==> src/rtl/fault_flag_pkg.sv <==
package fault_flag_pkg;
  typedef enum logic {
    FLAG_CLEAR = 1'b0,
    FLAG_SET   = 1'b1
  } flag_state_e;
endpackage

==> src/rtl/ff_sync.sv <==
module ff_sync #(
  parameter int WIDTH  = 4,
  parameter int STAGES = 2
) (
  input  logic             clk_i,
  input  logic             rst_ni,
  input  logic [WIDTH-1:0] d_i,
  output logic [WIDTH-1:0] q_o
);
  logic [STAGES-1:0] chain [WIDTH];

  for (genvar b = 0; b < WIDTH; b++) begin : g_bit
    always_ff @(posedge clk_i or negedge rst_ni) begin
      if (!rst_ni) chain[b] <= '0;
      else         chain[b] <= {chain[b][STAGES-2:0], d_i[b]};
    end
    assign q_o[b] = chain[b][STAGES-1];
  end
endmodule

==> src/rtl/ff_dwell_timer.sv <==
module ff_dwell_timer #(
  parameter int LIMIT = 8,
  parameter int CW    = $clog2(LIMIT + 1)
) (
  input  logic          clk_i,
  input  logic          rst_ni,
  input  logic          clr_i,
  input  logic          run_i,
  output logic          done_o,
  output logic [CW-1:0] count_o
);
  localparam logic [CW-1:0] LastVal = CW'(LIMIT - 1);

  logic [CW-1:0] count_q;

  assign done_o  = run_i && !clr_i && (count_q == LastVal);
  assign count_o = count_q;

  // Non-integrating: any cycle without run drops the count to zero.
  always_ff @(posedge clk_i or negedge rst_ni) begin
    if (!rst_ni)                     count_q <= '0;
    else if (clr_i || !run_i || done_o) count_q <= '0;
    else                             count_q <= count_q + 1'b1;
  end
endmodule

==> src/rtl/ff_flag_fsm.sv <==
module ff_flag_fsm
  import fault_flag_pkg::*;
(
  input  logic clk_i,
  input  logic rst_ni,
  input  logic active_i,
  input  logic ilim_i,
  input  logic otemp_i,
  input  logic done_i,
  output logic run_o,
  output logic clr_o,
  output logic flag_o
);
  flag_state_e state_q, state_d;

  always_comb begin
    state_d = state_q;
    run_o   = 1'b0;
    clr_o   = 1'b0;
    if (!active_i) begin
      state_d = FLAG_CLEAR;
      clr_o   = 1'b1;
    end else begin
      unique case (state_q)
        FLAG_CLEAR: begin
          if (otemp_i) begin
            state_d = FLAG_SET;
            clr_o   = 1'b1;
          end else begin
            run_o = ilim_i;
            if (done_i) state_d = FLAG_SET;
          end
        end
        FLAG_SET: begin
          run_o = !(ilim_i || otemp_i);
          if (done_i) state_d = FLAG_CLEAR;
        end
        default: state_d = FLAG_CLEAR;
      endcase
    end
  end

  always_ff @(posedge clk_i or negedge rst_ni) begin
    if (!rst_ni) state_q <= FLAG_CLEAR;
    else         state_q <= state_d;
  end

  assign flag_o = (state_q == FLAG_SET);
endmodule

==> src/rtl/fault_flag_gen.sv <==
module fault_flag_gen #(
  parameter int DEGLITCH_CYCLES = 900000,
  parameter int SYNC_STAGES     = 2
) (
  input  logic clk_i,
  input  logic rst_ni,
  input  logic ilim_i,
  input  logic otemp_i,
  input  logic en_i,
  input  logic uvlo_i,
  output logic flt_pull_o
);
  localparam int CNT_W = $clog2(DEGLITCH_CYCLES + 1);

  logic [3:0]       raw_in, sync_out;
  logic             ilim_s, otemp_s, en_s, uvlo_s, active_s;
  logic             run, clr, done;
  logic [CNT_W-1:0] dwell_cnt;

  assign raw_in = {uvlo_i, en_i, otemp_i, ilim_i};

  ff_sync #(.WIDTH(4), .STAGES(SYNC_STAGES)) u_sync (
    .clk_i(clk_i), .rst_ni(rst_ni), .d_i(raw_in), .q_o(sync_out)
  );

  assign {uvlo_s, en_s, otemp_s, ilim_s} = sync_out;
  assign active_s = en_s && !uvlo_s;

  ff_dwell_timer #(.LIMIT(DEGLITCH_CYCLES), .CW(CNT_W)) u_timer (
    .clk_i(clk_i), .rst_ni(rst_ni), .clr_i(clr), .run_i(run),
    .done_o(done), .count_o(dwell_cnt)
  );

  ff_flag_fsm u_fsm (
    .clk_i(clk_i), .rst_ni(rst_ni), .active_i(active_s), .ilim_i(ilim_s),
    .otemp_i(otemp_s), .done_i(done), .run_o(run), .clr_o(clr),
    .flag_o(flt_pull_o)
  );
endmodule

==> config.mk <==
export PLATFORM = sky130hd
export DESIGN_NAME = fault_flag_gen
export DESIGN_NICKNAME = d
export VERILOG_FILES = /design/src/rtl/fault_flag_pkg.sv /design/src/rtl/ff_sync.sv /design/src/rtl/ff_dwell_timer.sv /design/src/rtl/ff_flag_fsm.sv /design/src/rtl/fault_flag_gen.sv
export SDC_FILE = /design/constraint.sdc
export NUM_CORES = 1
export LEC_CHECK = 0
export ABC_AREA = 1
export BUFFER_PORTS_ARGS = -buffer_cell sky130_fd_sc_hd__buf_2
export CAP_MARGIN = 10
export CORE_MARGIN = 5
export CORE_UTILIZATION = 40
export CTS_BUF_LIST = sky130_fd_sc_hd__clkbuf_2 sky130_fd_sc_hd__clkbuf_4 sky130_fd_sc_hd__clkbuf_8
export DETAILED_ROUTE_END_ITERATION = 6
export SETUP_SLACK_MARGIN = 0.5
export SLEW_MARGIN = 20
export SYNTH_ARGS = -nofsm -noshare
export SYNTH_HDL_FRONTEND = slang
export SYNTH_SLANG_ARGS = --single-unit
==> constraint.sdc <==
create_clock -name clk_i -period 2.1 [get_ports clk_i]
set_clock_uncertainty 0.2 [all_clocks]
set_input_delay 0.105 -clock clk_i [delete_from_list [all_inputs] [get_ports clk_i]]
set_output_delay 0.105 -clock clk_i [all_outputs]
set_load 0.05 [all_outputs]
# After elaboration in Yosys (flattened, before gate mapping)
# Cells that the tools add are included.
[totals] register_bits=29 in_bits=6 out_inout_bits=1 wordCells=31
[op_classes] add_sub_neg=1 n_eq_ne=1 n_mux=12 bitwise_logic=1 n_reduce_logical=10
[ops] cell="20-bit by 1-bit adder with 20-bit output, second input constant" count=1
[ops] cell="20-bit == test, second input constant" count=1
[ops] cell="20-bit two-way mux" count=1
[ops] cell="1-bit two-way mux" count=9
[ops] cell="1-bit zero test" count=4
[ops] cell="1-bit case mux with 2 select lines" count=2
[ops] cell="1-bit logical AND" count=3
[ops] cell="1-bit logical OR" count=3
[ops] cell="1-bit NOT" count=1

# Logic depth before layout (Yosys ltp)
# Gate-level depths: netlist of the first run.
[logic_depth] ltp_word=10 ltp_mapped=9 depth_no_buf=9

# Modules after synthesis
# From an unflattened synthesis of the first run, not the netlist that was laid out.
[hier_totals] cells_unflattened=186 hier_area_um2=1480.2
[by_module_without_submodules] mod="ff_dwell_timer" instances=1 cells_per_inst=160 area_per_inst_um2=1166.1
[by_module_without_submodules] mod="ff_sync" instances=1 cells_per_inst=12 area_per_inst_um2=230.2
[by_module_without_submodules] mod="ff_flag_fsm" instances=1 cells_per_inst=12 area_per_inst_um2=73.8
[by_module_without_submodules] mod="fault_flag_gen" instances=1 cells_per_inst=2 area_per_inst_um2=10.0

# Worst setup path after synthesis of the first run
# OpenSTA, ideal clock, no wires.
[synth_path] kind="register -> register" from="register u_fsm.state_q, in the netlist u_fsm.flag_o" to="register u_timer.count_q[14], in the netlist u_timer.count_o[14]" t_arrival_ps=1359 required_ps=1831 setup_slack_ps=471 stages_incl_launch_ff=8 synth_period_minus_slack_ps=1629 path_cell_list="dfrtp_1 -> inv_1 -> nand2_1 -> nand2_1 -> nor2_4 -> nand2_4 -> buf_12 -> nor2_2"
[synth_between] elab_chain_cells=7 word_cells_on_any_way=12 cone_classes="mux (5); bitwise (1); reduce/logical (6)"
[synth_lines] element="start, declared" line_no="ff_flag_fsm.sv:14" rtl="flag_state_e state_q, state_d;"
[synth_lines] element="start signal, assigned" line_no="ff_flag_fsm.sv:45" rtl="else state_q <= state_d;"
[synth_lines] element="1-bit NOT / 1-bit two-way mux (equally long branches)" line_no="ff_flag_fsm.sv:24" rtl="unique case (state_q)"
[synth_lines] element="1-bit case mux with 2 select lines / 1-bit two-way mux (equally long branches)" line_no="ff_flag_fsm.sv:24, ff_flag_fsm.sv:20"
[synth_lines] element="1-bit two-way mux / 1-bit zero test (equally long branches)" line_no="ff_flag_fsm.sv:20, ff_dwell_timer.sv:16"
[synth_lines] element="1-bit zero test / 1-bit logical AND (equally long branches)" line_no="ff_dwell_timer.sv:22, ff_dwell_timer.sv:16"
[synth_lines] element="1-bit logical OR / 1-bit logical AND (equally long branches)" line_no="ff_dwell_timer.sv:22, ff_dwell_timer.sv:16"
[synth_lines] element="1-bit logical OR *" line_no="ff_dwell_timer.sv:22" rtl="else if (clr_i || !run_i || done_o) count_q <= '0;"
[synth_lines] element="20-bit two-way mux *" line_no="ff_dwell_timer.sv:22"
[synth_lines] element="end signal, assigned" line_no="ff_dwell_timer.sv:23" rtl="else count_q <= count_q + 1'b1;"
[synth_lines] element="end, declared" line_no="ff_dwell_timer.sv:14" rtl="logic [CW-1:0] count_q;"
# Every way passes the cells marked *; elsewhere a longest branch is shown, timed or not.

# Worst setup path in the final report of the first run
[layout_path] from="register u_timer.count_q[0], in the netlist u_timer.count_o[0]" to="register u_timer.count_q[16], in the netlist u_timer.count_o[16]"
[layout_between] elab_chain_cells=4 word_cells_on_any_way=5 cone_classes="add/sub (1); eq/ne (1); mux (1); reduce/logical (2)"
[layout_lines] element="parallel branches: the longest is 3 deep, another holds 20-bit by 1-bit adder with 20-bit output"
[layout_lines] element="20-bit two-way mux *" line_no="ff_dwell_timer.sv:22"
# Every way passes the cells marked *.

==> results of run 1 <==
[synth_stat cells]
master / number / share of area
ha_1: 1 / 0.0083
xor2_1: 6 / 0.035
nand2_2: 5 / 0.021
nor2_2: 16 / 0.067
nor3_2: 1 / 0.0067
nand4_1: 6 / 0.025
buf_12: 1 / 0.013
o21ai_0: 1 / 0.0033
inv_1: 19 / 0.048
nor2_1: 35 / 0.088
xnor2_1: 3 / 0.018
dfrtp_1: 29 / 0.48
inv_2: 2 / 0.0050
a21oi_1: 1 / 0.0033
a31oi_1: 1 / 0.0042
nand2_1: 32 / 0.080
nand3_1: 12 / 0.040
nand3_2: 1 / 0.0067
nor2_4: 2 / 0.015
nand2_4: 1 / 0.0075
nor3_1: 7 / 0.023
[cell type report]
cell class / instances / share of cell area
Tap cell: 48 / 0.0309
Inverter: 21 / 0.0406
Timing Repair Buffer: 17 / 0.0708
Multi-Input combinational cell: 132 / 0.420
Clock buffer: 6 / 0.0425
Clock inverter: 2 / 0.0193
Sequential cell: 29 / 0.376
[flip-flops by register name, indices dropped and copies added, names as in the netlist]
name             cells
u_fsm.flag_o         1
u_sync.q_o           4
u_sync.chain         4
u_timer.count_o     20
[power by group]
part           total [mW]  internal (mW)  switching [mW]
sequential          0.572          0.568         0.00417
clock               0.600          0.385           0.215
combinational      0.0489         0.0187          0.0302
total                1.22          0.972           0.250
[critical path, stage by stage, from the launching register on]
cell,delay [ps]
dfrtp_1,420
ha_4,170
nand2_4,80
nor2_4,140
nand2_4,90
nor2_4,140
nand2_2,70
nand2_2,70
nand3_2,60
nor2_2,110
[worst paths after layout]
check / startpoint / endpoint / slack [ps] / depth (start not counted)
worst max-delay path: u_timer.count_o[0] / u_timer.count_o[16] / 480 / 9
worst min-delay path: u_sync.chain[6] / u_sync.q_o[0] / 150 / 0
worst max register to register: u_timer.count_o[0] / u_timer.count_o[16] / 480 / 9
worst min register to register: u_sync.chain[6] / u_sync.q_o[0] / 150 / 0
max in group asynchronous: rst_ni / u_timer.count_o[11] / 1070 / 2
min in group asynchronous: rst_ni / u_timer.count_o[16] / 170 / 2
[repair_timing]
action                                  in CTS  in global routing
resized for setup                            6                 24
hold buffers                                 5                  0
gates cloned                                 1                  0
endpoints found under the setup margin      19                 20
pin swaps                                    5                 10
buffers inserted                             2                  4
hold endpoints to repair                    33                  0
[kinds of logic (layout without fill, tap and decap cells)]
| group | after synthesis | after routing |
|---|---|---|
| adders and majority gates | 1 | 1 |
| AOI/OAI and AO/OA | 3 | 3 |
| and+or+nand+nor | 118 | 119 |
| DFF | 29 | 29 |
| buffers and inverters | 22 | 46 |
| xor gates and xnor gates | 9 | 9 |
[cells in the final DEF (no fill, tap or decap)]
cell,instances
a21oi_1,1
dlygate4sd3_1,5
clkinvlp_4,1
buf_12,1
nand2_2,8
inv_1,19
nand2_4,2
buf_2,6
bufinv_16,1
nor2_4,6
nand2_1,27
a31oi_1,1
nand3_4,1
nor3_2,2
o21ai_0,1
dfrtp_2,4
nand3_2,2
nand3_1,10
xnor2_1,3
inv_2,2
clkbuf_8,6
nor3_1,4
dfrtp_1,25
nor2_1,31
nor3_4,2
ha_4,1
nand4_1,6
nor2_2,16
nand2_8,2
buf_4,5
xor2_1,6
[through the flow]
step | cells | power (mW) | setup slack [ps]
after global routing | 255 | 1.27 | 423
after detailed placement | 235 | 0.618 | 385
final | 255 | 1.22 | 479
after CTS | 251 | 1.23 | 503
after floorplan | 182 | 0.601 | 543
after global placement | 235 | 0.617 | 429
[per-layer routing]
layer | vias to the layer above | wire (um) | share of wire | track usage
met4 | 0 | 80 | 0.025 | 0.0564
met5 | - | 0 | 0 | 0
li1 | 615 | - | - | -
met3 | 9 | 198 | 0.061 | 0.0463
met2 | 32 | 1670 | 0.51 | 0.230
met1 | 591 | 1300 | 0.40 | 0.160
==> results.sh, run 1 <==
export IMPL_outcome="complete, no violations"
export IMPL_slew_violations=0
export IMPL_syn_nets=189
export IMPL_fin_nets=213
export IMPL_synth_area_um2=1500
export IMPL_cts_sinks=29
export IMPL_drt_pass1_iter_count=4
export IMPL_finalHoldViolCount=0
export IMPL_critPathKind="reg -> reg"
export IMPL_synth_cell_types=21
export IMPL_grt_util_all_layers=0.137
export IMPL_die_w_um=71.3
export IMPL_clkTransAtPathRegs_ps=70
export IMPL_hold_path_class="reg -> reg"
export IMPL_wl_per_cell_um=12.7
export IMPL_gp_congestion=0.880
export IMPL_grt_pass1_wl_um=5300
export IMPL_cts_tree="built"
export IMPL_period_share=0.772
export IMPL_seq_area_um2=731
export IMPL_synthCells=182
export IMPL_rsz0062_at_grt="true"
export IMPL_start_kind="register"
export IMPL_fmaxAchievable_mhz=617
export IMPL_leakagePower_nw=0.777
export IMPL_cp_data_arrival_time_ps=1650
export IMPL_avgSynthCellArea_um2=8.25
export IMPL_clock_root_buffer="clkbuf_8"
export IMPL_postRouteAntennaNets=0
export IMPL_clock_path_buffers=2
export IMPL_die_y_um=71.3
export IMPL_ys_ff_latch=29
export IMPL_grt_ovfl_total=0
export IMPL_synth_simple_area_share=0.379
export IMPL_clock_latency_ps=290
export IMPL_finalSetupTns_ps=0
export IMPL_cts_buffers=5
export IMPL_yosys_area_share_adder=0.00833
export IMPL_grt_max_degree=30
export IMPL_core_um2=3660
export IMPL_grt_pass1_vias=1182
export IMPL_synth_top_family_by_area="simple AND/OR/NAND/NOR gates"
export IMPL_htreeDepth=2
export IMPL_viasPerCell=4.89
export IMPL_synth_xor_area_frac=0.0525
export IMPL_yosys_warnings=0
export IMPL_pin_count=7
export IMPL_power_density_nw_per_um2=629
export IMPL_num_antenna_cells=0
export IMPL_placed_area_um2=1570
export IMPL_dp_hpwl_um=2130
export IMPL_required_ps=2120
export IMPL_vias=1247
export IMPL_max_vdd_ir_drop_v=0.000457
export IMPL_ys_seq_area_frac=0.483
export IMPL_layout_drive_gt1_share=0.329
export IMPL_area_growth_pct=29.4
export IMPL_drcViolationCount=0
export IMPL_rows=22
export IMPL_fill_cells=330
export IMPL_final_util=0.531
export IMPL_setup_viol_count_final=0
export IMPL_whs_ps=147
export IMPL_slew_headroom=0.580
export IMPL_initial_utilization=0.410
export IMPL_synth_compound_area_frac=0.0108
export IMPL_drtIter0Drc=114
export IMPL_die_area_um2=5080
export IMPL_numPortBuffers=6
export IMPL_period_minus_slack_ps=1620
export IMPL_crit_fanout=5
export IMPL_worst_pin_slew_ps=629
export IMPL_multi_input_area_um2=816
export IMPL_finalWirelength_um=3250
export IMPL_maxCapViolations=0
export IMPL_synthMuxAreaShare=0
export IMPL_end_kind="register"
export IMPL_final_area_um2=1940
export IMPL_antenna_found_initial=0
Note: power is estimated with default switching activity, not from simulation.
==> run 2, diff against run 1 <==
==> constraint.sdc (replaced) <==
create_clock -name clk_i -period 1.69 [get_ports clk_i]
set_clock_uncertainty 0.2 [all_clocks]
set_input_delay 0.0845 -clock clk_i [delete_from_list [all_inputs] [get_ports clk_i]]
set_output_delay 0.0845 -clock clk_i [all_outputs]
set_load 0.05 [all_outputs]
==> results.sh, run 2 (synthesis gave the netlist of run 1 again) <==
export IMPL_outcome="complete, no violations"
export IMPL_htreeDepth=2
export IMPL_fin_nets=220
export IMPL_cp_data_arrival_time_ps=1530
export IMPL_end_kind="register"
export IMPL_hold_path_class="in -> async"
export IMPL_cts_sinks=29
export IMPL_initial_utilization=0.410
export IMPL_cts_tree="built"
export IMPL_slew_headroom=0.738
export IMPL_area_growth_pct=36.9
export IMPL_drcViolationCount=0
export IMPL_worst_pin_slew_ps=393
export IMPL_clock_root_buffer="clkbuf_8"
export IMPL_vias=1294
export IMPL_period_share=0.924
export IMPL_core_um2=3660
export IMPL_max_vdd_ir_drop_v=0.000479
export IMPL_crit_buf_inv=0
export IMPL_postRouteAntennaNets=0
export IMPL_clkTransAtPathRegs_ps=60
export IMPL_numPortBuffers=6
export IMPL_crit_fanout=8
export IMPL_finalWirelength_um=3590
export IMPL_required_ps=1660
export IMPL_start_kind="register"
export IMPL_die_w_um=71.3
export IMPL_slowest_delay_ps=420
export IMPL_slew_violations=0
export IMPL_finalSetupTns_ps=0
export IMPL_drt_pass1_iter_count=4
export IMPL_fill_cells=327
export IMPL_wl_per_cell_um=13.7
export IMPL_cpLargestDelayFamily="simple AND/OR/NAND/NOR gates"
export IMPL_grt_pass1_vias=1249
export IMPL_final_cell_mix="nand2_1 (28), nor2_1 (26), dfrtp_1 (22)"
export IMPL_seq_area_um2=734
export IMPL_dp_hpwl_um=2290
export IMPL_layout_cells_most_common="nand2_1"
export IMPL_maxCapViolations=0
export IMPL_die_y_um=71.3
export IMPL_grt_max_degree=30
export IMPL_layout_drive_gt1_share=0.388
export IMPL_critPathKind="reg -> reg"
export IMPL_pin_count=7
export IMPL_viasPerCell=4.94
export IMPL_slowest_stage="dfrtp_2"
export IMPL_leakagePower_nw=0.812
export IMPL_largest_reg_flops=20
export IMPL_period_minus_slack_ps=1560
export IMPL_fmaxAchievable_mhz=641
export IMPL_clock_latency_ps=280
export IMPL_die_area_um2=5080
export IMPL_grt_ovfl_total=0
export IMPL_drtIter0Drc=76
export IMPL_rsz0062_at_grt="true"
export IMPL_multi_input_area_um2=872
export IMPL_whs_ps=95.7
export IMPL_power_density_nw_per_um2=743
export IMPL_antenna_found_initial=0
export IMPL_finalHoldViolCount=0
export IMPL_grt_pass1_wl_um=5480
export IMPL_gp_congestion=0.894
export IMPL_setup_viol_count_final=0
export IMPL_r2r_slack_ps=130
export IMPL_num_antenna_cells=0
export IMPL_crit_chain="ha_4, nand2_4, nor2_4, nand3_4, nand2_8, nor2_1"
export IMPL_grt_util_all_layers=0.140
export IMPL_clock_path_buffers=2
export IMPL_cts_buffers=5
export IMPL_rows=22
run 2: cell count changes in the layout (fill, tap and decap cells not counted), moves of 2 or more:
cell and delta:
buf_2 -2, buf_4 +7, buf_6 +2, clkbuf_4 +2, dfrtp_1 -3, dfrtp_2 +3
nand2_2 -2, nor2_1 -5, nor2_2 -2, nor2_4 +7, nor3_2 +2
run 2: area by class of cell:
cell class,count,area share
Clock inverter,1,0.0146
Sequential cell,29,0.357
Clock buffer,7,0.0438
Timing Repair Buffer,24,0.0925
Multi-Input combinational cell,132,0.424
Tap cell,48,0.0292
Inverter,21,0.0383
run 2: worst reg2reg max path, cell delays in order (launching register included):
cell and delay (ps):
dfrtp_2 420, ha_4 160, nand2_4 80, nor2_4 160, nand3_4 190, nand2_8 170, nor2_1 70
run 2: routing by layer:
metal / track usage / part of all wire / vias up
met5: 0 / 0 / -
li1: - / - / 631
met3: 0.0421 / 0.057 / 7
met1: 0.176 / 0.44 / 626
met4: 0.0585 / 0.016 / 0
met2: 0.226 / 0.49 / 30
run 2: repair_timing:
item / 4_1_cts / 5_1_grt
setup endpoints to repair: 22 / 24
buffers inserted: 4 / 4
hold buffers: 5 / 0
pin swaps: 5 / 4
cloned: 0 / 1
resized for setup: 13 / 31
hold endpoints to repair: 33 / 0
run 2: through the flow:
stage                util  worst slack (ps)  total power, mW  std cells  cell area (um^2)
floorplan               -               184            0.748        182              1530
global placement    0.447              66.1            0.769        240              1640
detailed placement  0.447              24.9            0.771        240              1640
CTS                 0.518               135             1.54        257              1900
global route        0.562              53.0             1.59        262              2060
finish              0.562               129             1.53        262              2060
run 2: worst paths after layout:
kind | from | endpoint | cells past startpoint
max in group asynchronous | rst_ni | u_timer.count_o[11] | 2
min in group clk_i | u_sync.chain[0] | u_sync.q_o[3] | 0
worst max register to register | u_timer.count_o[0] | u_timer.count_o[11] | 6
worst max-delay path | u_timer.count_o[0] | u_timer.count_o[11] | 6
worst min-delay path | rst_ni | u_sync.q_o[0] | 2
worst min register to register | u_sync.chain[0] | u_sync.q_o[3] | 0
run 2: report_power, final:
group / internal [mW] / switching (mW) / total (mW)
Sequential: 0.707 / 0.00677 / 0.713
Clock: 0.496 / 0.249 / 0.744
Combinational: 0.0285 / 0.0418 / 0.0703
Total: 1.23 / 0.297 / 1.53
